<file path="config.mk">
export PLATFORM = sky130hd
export DESIGN_NAME = tx_chain_queue
export DESIGN_NICKNAME = d
export VERILOG_FILES = /design/src/rtl/txq_pkg.sv /design/src/rtl/txq_fifo.sv /design/src/rtl/txq_irq_pacer.sv /design/src/rtl/tx_chain_queue.sv
export SDC_FILE = /design/constraint.sdc
export NUM_CORES = 1
export LEC_CHECK = 0
export ABC_AREA = 1
export CAP_MARGIN = 25
export CORE_MARGIN = 3
export CORE_UTILIZATION = 35
export CTS_BUF_LIST = sky130_fd_sc_hd__clkbuf_2 sky130_fd_sc_hd__clkbuf_4 sky130_fd_sc_hd__clkbuf_8
export DETAILED_ROUTE_END_ITERATION = 8
export DONT_BUFFER_PORTS = 1
export MAX_ROUTING_LAYER = met4
export PLACE_DENSITY = 0.54
export REMOVE_ABC_BUFFERS = 1
export SYNTH_ARGS = -nofsm -noshare
export SYNTH_HDL_FRONTEND = slang
export SYNTH_SLANG_ARGS = --single-unit
</file>
<file path="constraint.sdc">
create_clock -name clk -period 1.3 [get_ports clk]
set_input_delay 0.26 -clock clk [delete_from_list [all_inputs] [get_ports clk]]
set_output_delay 0.26 -clock clk [all_outputs]
set_load 0.005 [all_outputs]
</file>
<file path="src/rtl/txq_pkg.sv">
package txq_pkg;
  typedef enum logic [1:0] {
    OP_NOP   = 2'd0,
    OP_SEND  = 2'd1,
    OP_CLEAR = 2'd2,
    OP_DROP  = 2'd3
  } txq_op_e;

  // Cycles the pacer counter is loaded with on an irq fall, given the required low run.
  function automatic int unsigned gap_reload(int unsigned min_low);
    return (min_low > 0) ? min_low - 1 : 0;
  endfunction
endpackage

</file>
<file path="src/rtl/txq_fifo.sv">
module txq_fifo #(
  parameter int W     = 4,
  parameter int DEPTH = 2
) (
  input  logic                         clk,
  input  logic                         rst_n,
  input  logic                         push,
  input  logic [W-1:0]                 din,
  input  logic                         pop,
  output logic [W-1:0]                 head,
  output logic [$clog2(DEPTH+1)-1:0]   count,
  output logic                         full,
  output logic                         empty
);
  localparam int PW = (DEPTH > 1) ? $clog2(DEPTH) : 1;
  localparam int CW = $clog2(DEPTH+1);

  logic [W-1:0]  mem [DEPTH];
  logic [PW-1:0] rd_ptr, wr_ptr;
  logic          push_ok, pop_ok;

  function automatic logic [PW-1:0] ptr_step(logic [PW-1:0] p);
    return (p == PW'(DEPTH-1)) ? '0 : p + PW'(1);
  endfunction

  assign full    = (count == CW'(DEPTH));
  assign empty   = (count == '0);
  assign push_ok = push && !full;
  assign pop_ok  = pop && !empty;
  assign head    = mem[rd_ptr];

  always_ff @(posedge clk) begin
    if (!rst_n) begin
      rd_ptr <= '0;
      wr_ptr <= '0;
      count  <= '0;
    end else begin
      if (push_ok) wr_ptr <= ptr_step(wr_ptr);
      if (pop_ok)  rd_ptr <= ptr_step(rd_ptr);
      count <= count + CW'(push_ok) - CW'(pop_ok);
    end
  end

  always_ff @(posedge clk) begin
    if (push_ok) mem[wr_ptr] <= din;
  end
endmodule

</file>
<file path="src/rtl/txq_irq_pacer.sv">
module txq_irq_pacer
  import txq_pkg::*;
#(
  parameter int MIN_LOW = 5
) (
  input  logic clk,
  input  logic rst_n,
  input  logic req,
  input  logic drop,
  output logic irq
);
  localparam int GW = $clog2(MIN_LOW+1);

  logic [GW-1:0] gap;
  logic          irq_nxt;

  assign irq_nxt = req && !drop && (gap == '0);

  always_ff @(posedge clk) begin
    if (!rst_n) begin
      irq <= 1'b0;
      gap <= '0;
    end else begin
      irq <= irq_nxt;
      if (irq && !irq_nxt) gap <= GW'(gap_reload(MIN_LOW));
      else if (gap != '0)  gap <= gap - GW'(1);
    end
  end
endmodule

</file>
<file path="src/rtl/tx_chain_queue.sv">
module tx_chain_queue
  import txq_pkg::*;
#(
  parameter int PAGE_W      = 4,
  parameter int QDEPTH      = 2,
  parameter int MIN_LOW_CYC = 5
) (
  input  logic                          clk,
  input  logic                          rst_n,
  input  logic                          cmd_valid,
  input  logic [1:0]                    cmd_op,
  input  logic [PAGE_W-1:0]             cmd_page,
  input  logic                          done_irq_en,
  input  logic                          token,
  input  logic                          tx_done,
  input  logic                          tx_ack,
  output logic                          tx_start,
  output logic [PAGE_W-1:0]             tx_page,
  output logic                          stat_done,
  output logic                          stat_ack,
  output logic                          irq,
  output logic                          overflow,
  output logic [$clog2(QDEPTH+1)-1:0]   pend_cnt
);
  localparam int CW = $clog2(QDEPTH+1);

  // Named internal events, observed by the bound checker.
  logic is_send, is_clear, is_drop;
  logic ev_accept, ev_ovf, ev_start, ev_done, ev_cancel, ev_clear;
  logic cq_pop;
  logic inflight;

  logic [PAGE_W-1:0] cq_head;
  logic              cq_full, cq_empty;
  logic [0:0]        sq_head;
  logic [CW-1:0]     sq_count;
  logic              sq_full, sq_empty;

  assign is_send  = cmd_valid && (cmd_op == OP_SEND);
  assign is_clear = cmd_valid && (cmd_op == OP_CLEAR);
  assign is_drop  = cmd_valid && (cmd_op == OP_DROP);

  assign ev_accept = is_send && !cq_full;
  assign ev_ovf    = is_send && cq_full;
  assign ev_done   = tx_done && inflight;
  assign ev_cancel = is_drop && !cq_empty && !ev_done;
  assign ev_start  = token && !inflight && !cq_empty && !sq_full && !is_drop;
  assign ev_clear  = is_clear && !sq_empty;
  assign cq_pop    = ev_done || ev_cancel;

  txq_fifo #(.W(PAGE_W), .DEPTH(QDEPTH)) u_cmdq (
    .clk   (clk),
    .rst_n (rst_n),
    .push  (ev_accept),
    .din   (cmd_page),
    .pop   (cq_pop),
    .head  (cq_head),
    .count (pend_cnt),
    .full  (cq_full),
    .empty (cq_empty)
  );

  txq_fifo #(.W(1), .DEPTH(QDEPTH)) u_statq (
    .clk   (clk),
    .rst_n (rst_n),
    .push  (ev_done),
    .din   (tx_ack),
    .pop   (ev_clear),
    .head  (sq_head),
    .count (sq_count),
    .full  (sq_full),
    .empty (sq_empty)
  );

  always_ff @(posedge clk) begin
    if (!rst_n) begin
      inflight <= 1'b0;
      tx_start <= 1'b0;
      tx_page  <= '0;
      overflow <= 1'b0;
    end else begin
      tx_start <= ev_start;
      overflow <= ev_ovf;
      if (ev_start) begin
        inflight <= 1'b1;
        tx_page  <= cq_head;
      end else if (ev_done || (ev_cancel && inflight)) begin
        inflight <= 1'b0;
      end
    end
  end

  assign stat_done = !sq_empty;
  assign stat_ack  = !sq_empty && sq_head[0];

  txq_irq_pacer #(.MIN_LOW(MIN_LOW_CYC)) u_pacer (
    .clk   (clk),
    .rst_n (rst_n),
    .req   (stat_done && done_irq_en),
    .drop  (ev_clear),
    .irq   (irq)
  );
endmodule

</file>
==> summary.md <==
| Metric | Value |
|---|---|
| First DRT Iteration DRCs | `26` |
| Worst R2R Start | `u_statq.count[1]$_SDFF_PN0_` |
| Final instance area | `0.00183 sq mm` |
| Worst Skew | `approximately 0.0032 ns` |
| Period utilization | `1.14` |
| Clk_lat worst skew | `approximately 0.28 ns` |
| Initial Util | `0.379` |
| Die Width | `67.5 um` |
| Top delay family on crit path | `adder cells` |
| Final #Nets | `roughly 210` |
| Worst-Margin Slew | `~0.3 ns` |
| Combinational power share | `0.260` |
| Antenna viol nets, final | `0` |
| Clk root buf | `clkbuf_8` |
| WP data required | `~1.5 ns` |
| Sw Pwr | `a little over 0.7 mW` |
| Fmax | `a little under 700 MHz` |
| Seq/Total Area, Yosys | `0.529` |
| Leading cell types in the layout, fill and taps excluded | `buf_4 (24), inv_1 (22), nand2_1 (21), nor2_1 (21), dfxtp_1 (13)` |
| Hold wc startpoint | `cmd_page[1]` |
| Failing checks | `setup timing` |
| HP Class | `input port to register` |
| Relative slew slack | `0.803` |
| # fillers | `between 300 and 400` |
| Flop pwr share | `0.446` |
| Status | `complete, but fails checks` |
| Switching Share | `0.293` |
| Slew Viols, Final | `0` |
| Startpoint Class | `register` |
| Buf/Inv on CP | `3` |
| Final wirelength | `2780 um` |
| Non-Filler Instances | `234` |
| Total CTS buffers | `5` |
| Congestion Overflow GR | `0` |
| First-pass GRT wire length | `between 4000 and 5000 um` |
| Crit path capture type | `register` |
| Vias per inst | `around 4.4` |
| Bufs on Longest Clock Path | `2` |
| Gpl congestion | `0.847` |
| Avg Cell Area, Syn | `8.49 sq um` |
| Yosys reg bits | `30` |
| Largest net degree at the start of global routing | `16` |
| RSZ-0062 raised after global routing | `yes` |
| Dpl ws | `-0.259 ns` |
| Sequential cell area | `712 sq um` |
| # clock sinks | `30` |
| Leading cell type in the layout, fill and taps excluded | `buf_4` |
| Vias in the first global route | `1092` |
| Compound-cell area share of the yosys netlist | `0.0671` |
| Die Height | `roughly 68 um` |
| Hold-fix buffers, CTS | `0` |
| Antenna fix cells | `0` |
| Multi-input gate area | `approximately 660 sq um` |
| Total core area | `0.00349 sq mm` |
| Synth Area in XOR/XNOR | `0.0198` |
| Clk slew on worst S/H paths | `approximately 0.06 ns` |
| Yosys warns | `0` |
| Initial antenna violation count | `0` |
| Final hold vios | `0` |
| DP HPWL | `approximately 1900 um` |
| Cells after Synth | `~160` |
| Die area | `between 0.004 and 0.005 sq mm` |
| Global-route total usage across every layer | `0.144` |
| H-tree depth | `2` |
| Yosys cell types | `23` |
| Max Cap Violations | `0` |
| CTS tree | `done` |
| Leakage power | `between 0.8 and 0.9 nW` |
| Site Rows | `21` |
| Final setup violation count | `4` |
| DP Area | `around 0.0015 sq mm` |
| Critical-path top delay cell | `dfxtp_2` |
| Clk pwr share | `0.293` |
| Buffers on Ports | `0` |
| Wire per inst | `11.9 um` |
| Final worst path period need | `~1.5 ns` |
| Mux share of post-synthesis cell area | `0` |
| DP Cell Count | `217` |
| Peak VDD IR | `around 460 uV` |
| DRC Markers | `0` |
| Final worst setup slack | `-0.183 ns` |
| Crit path max fanout | `2` |
| Crit path cell chain | `inv_2 > nand2_2 > nand4_1 > inv_2 > ha_4 > inv_2 > ha_4 > xnor2_4 > o21ai_2 > a21oi_2` |
| Area share of fa/ha/maj cells after synthesis | `0.0662` |
| PD cells | `1350 mW/mm^2` |
| Post-Synth Simple-Gate Area | `0.218` |
| DR vias | `1027` |
| Int Power | `1.75 mW` |
| CP Data Arrival Time | `between 1.5 and 2 ns` |
| CP Launch Point | `u_statq.count[1]$_SDFF_PN0_` |
| I/O pins | `24` |
| Crit path top cell by count | `inv_2` |
| Netlist Area Pre-Place | `roughly 0.0013 sq mm` |
| Slowest Stage Delay on Critical Path | `approximately 0.33 ns` |
| Main combinational cell family by area after synthesis | `simple AND/OR/NAND/NOR gates` |
| Share of cells above drive strength 1 | `0.431` |
| Final Power | `roughly 2.5 mW` |
| Layout area overhead | `38.2%` |
| DRT Pass-1 Iters | `3` |
| Critical path class | `register to register` |
==> power groups by stage <==
| stage | registers, mW | clock network, mW | logic, mW |
|---|---|---|---|
| floorplan | 1.10 | 0 | 0.291 |
| CTS | 1.09 | 0.749 | 0.470 |
| global route | 1.11 | 0.790 | 0.721 |
| global placement | 1.10 | 0 | 0.399 |
| finish | 1.10 | 0.725 | 0.644 |
| detailed placement | 1.11 | 0 | 0.435 |
==> layout make-up <==
cell class                      count  area share
Timing Repair Buffer               25       0.105
Clock buffer                        6      0.0417
Multi-Input combinational cell     93       0.363
Clock inverter                      2     0.00479
Sequential cell                    30       0.389
Tap cell                           46      0.0315
Inverter                           32      0.0657
==> worst register-to-register path: cells and delay by family (launching register included) <==
kind                       cells  cell delay, ns
buffers and inverters          3            0.17
and+or+nand+nor                2            0.17
xor gates and xnor gates       1            0.13
AOI/OAI and AO/OA              2            0.17
adders and majority gates      2            0.42
DFF                            1            0.33
==> Yosys cell counts <==
cell type | count | area [sq um]
o21ai_1 | 4 | 20.0
a21oi_2 | 1 | 8.76
nor3_1 | 2 | 10.0
ha_1 | 7 | 87.6
nor2_2 | 2 | 12.5
inv_1 | 27 | 101
nand3b_1 | 1 | 7.51
edfxtp_1 | 10 | 300
inv_2 | 5 | 18.8
nor2_1 | 24 | 90.1
nand3_2 | 1 | 10.0
a21oi_1 | 5 | 25.0
nand2_1 | 29 | 109
nand4_1 | 1 | 6.26
clkbuf_1 | 1 | 3.75
nor2_4 | 1 | 11.3
xnor2_1 | 2 | 17.5
buf_4 | 1 | 7.51
nand3_4 | 1 | 17.5
o21ai_0 | 7 | 35.0
dfxtp_1 | 20 | 400
xor2_1 | 1 | 8.76
nand3_1 | 3 | 15.0
==> stage by stage <==
stage	setup TNS, ns	utilization	hold WS, ns
floorplan	-0.479	-	0.353
global placement	-0.277	0.429	0.359
detailed placement	-0.540	0.429	0.359
CTS	-0.449	0.481	0.0635
global route	-0.695	0.523	0.0548
finish	-0.354	0.523	0.0687
==> state kept, by name, indices dropped and copies added (netlist names), 2 cells and up, named ones only <==
register       flops
u_cmdq.mem         8
tx_page            4
u_pacer.gap        3
u_cmdq.count       2
u_statq.count      2
u_statq.mem        2
==> routing by layer <==
layer  track usage  up-vias  wire length (um)
li1              -      543                 -
met4        0.0759        0                55
met3        0.0499        5               162
met1         0.136      460              1120
met5             -        -                 0
met2         0.256       19              1440
==> logic make-up (layout without fill, tap and decap cells) <==
| kind of cell | count (synthesis) | after routing |
|---|---|---|
| and+or+nand+nor | 65 | 66 |
| adders and majority gates | 7 | 7 |
| AOI/OAI and AO/OA | 17 | 17 |
| xor gates and xnor gates | 3 | 3 |
| DFF | 30 | 30 |
| buffers and inverters | 34 | 65 |
==> path summary, 6_finish.rpt <==
kind                                       to  cells past startpoint  slack [ns]
setup / recovery  u_statq.count[1]$_SDFF_PN0_                     10       -0.18
setup reg to reg  u_statq.count[1]$_SDFF_PN0_                     10       -0.18
hold / removal     u_cmdq.mem[1][1]$_DFFE_PP_                      0        0.07
hold reg to reg   u_pacer.gap[1]$_SDFFE_PP0P_                      2        0.50
==> repair_timing <==
item / in CTS / in global routing
cloned: 0 / 1
pin swaps: 9 / 22
buffers inserted: 7 / 4
setup endpoints to repair: 6 / 20
resized for setup: 15 / 35
Power figures use the tool's default switching activity.
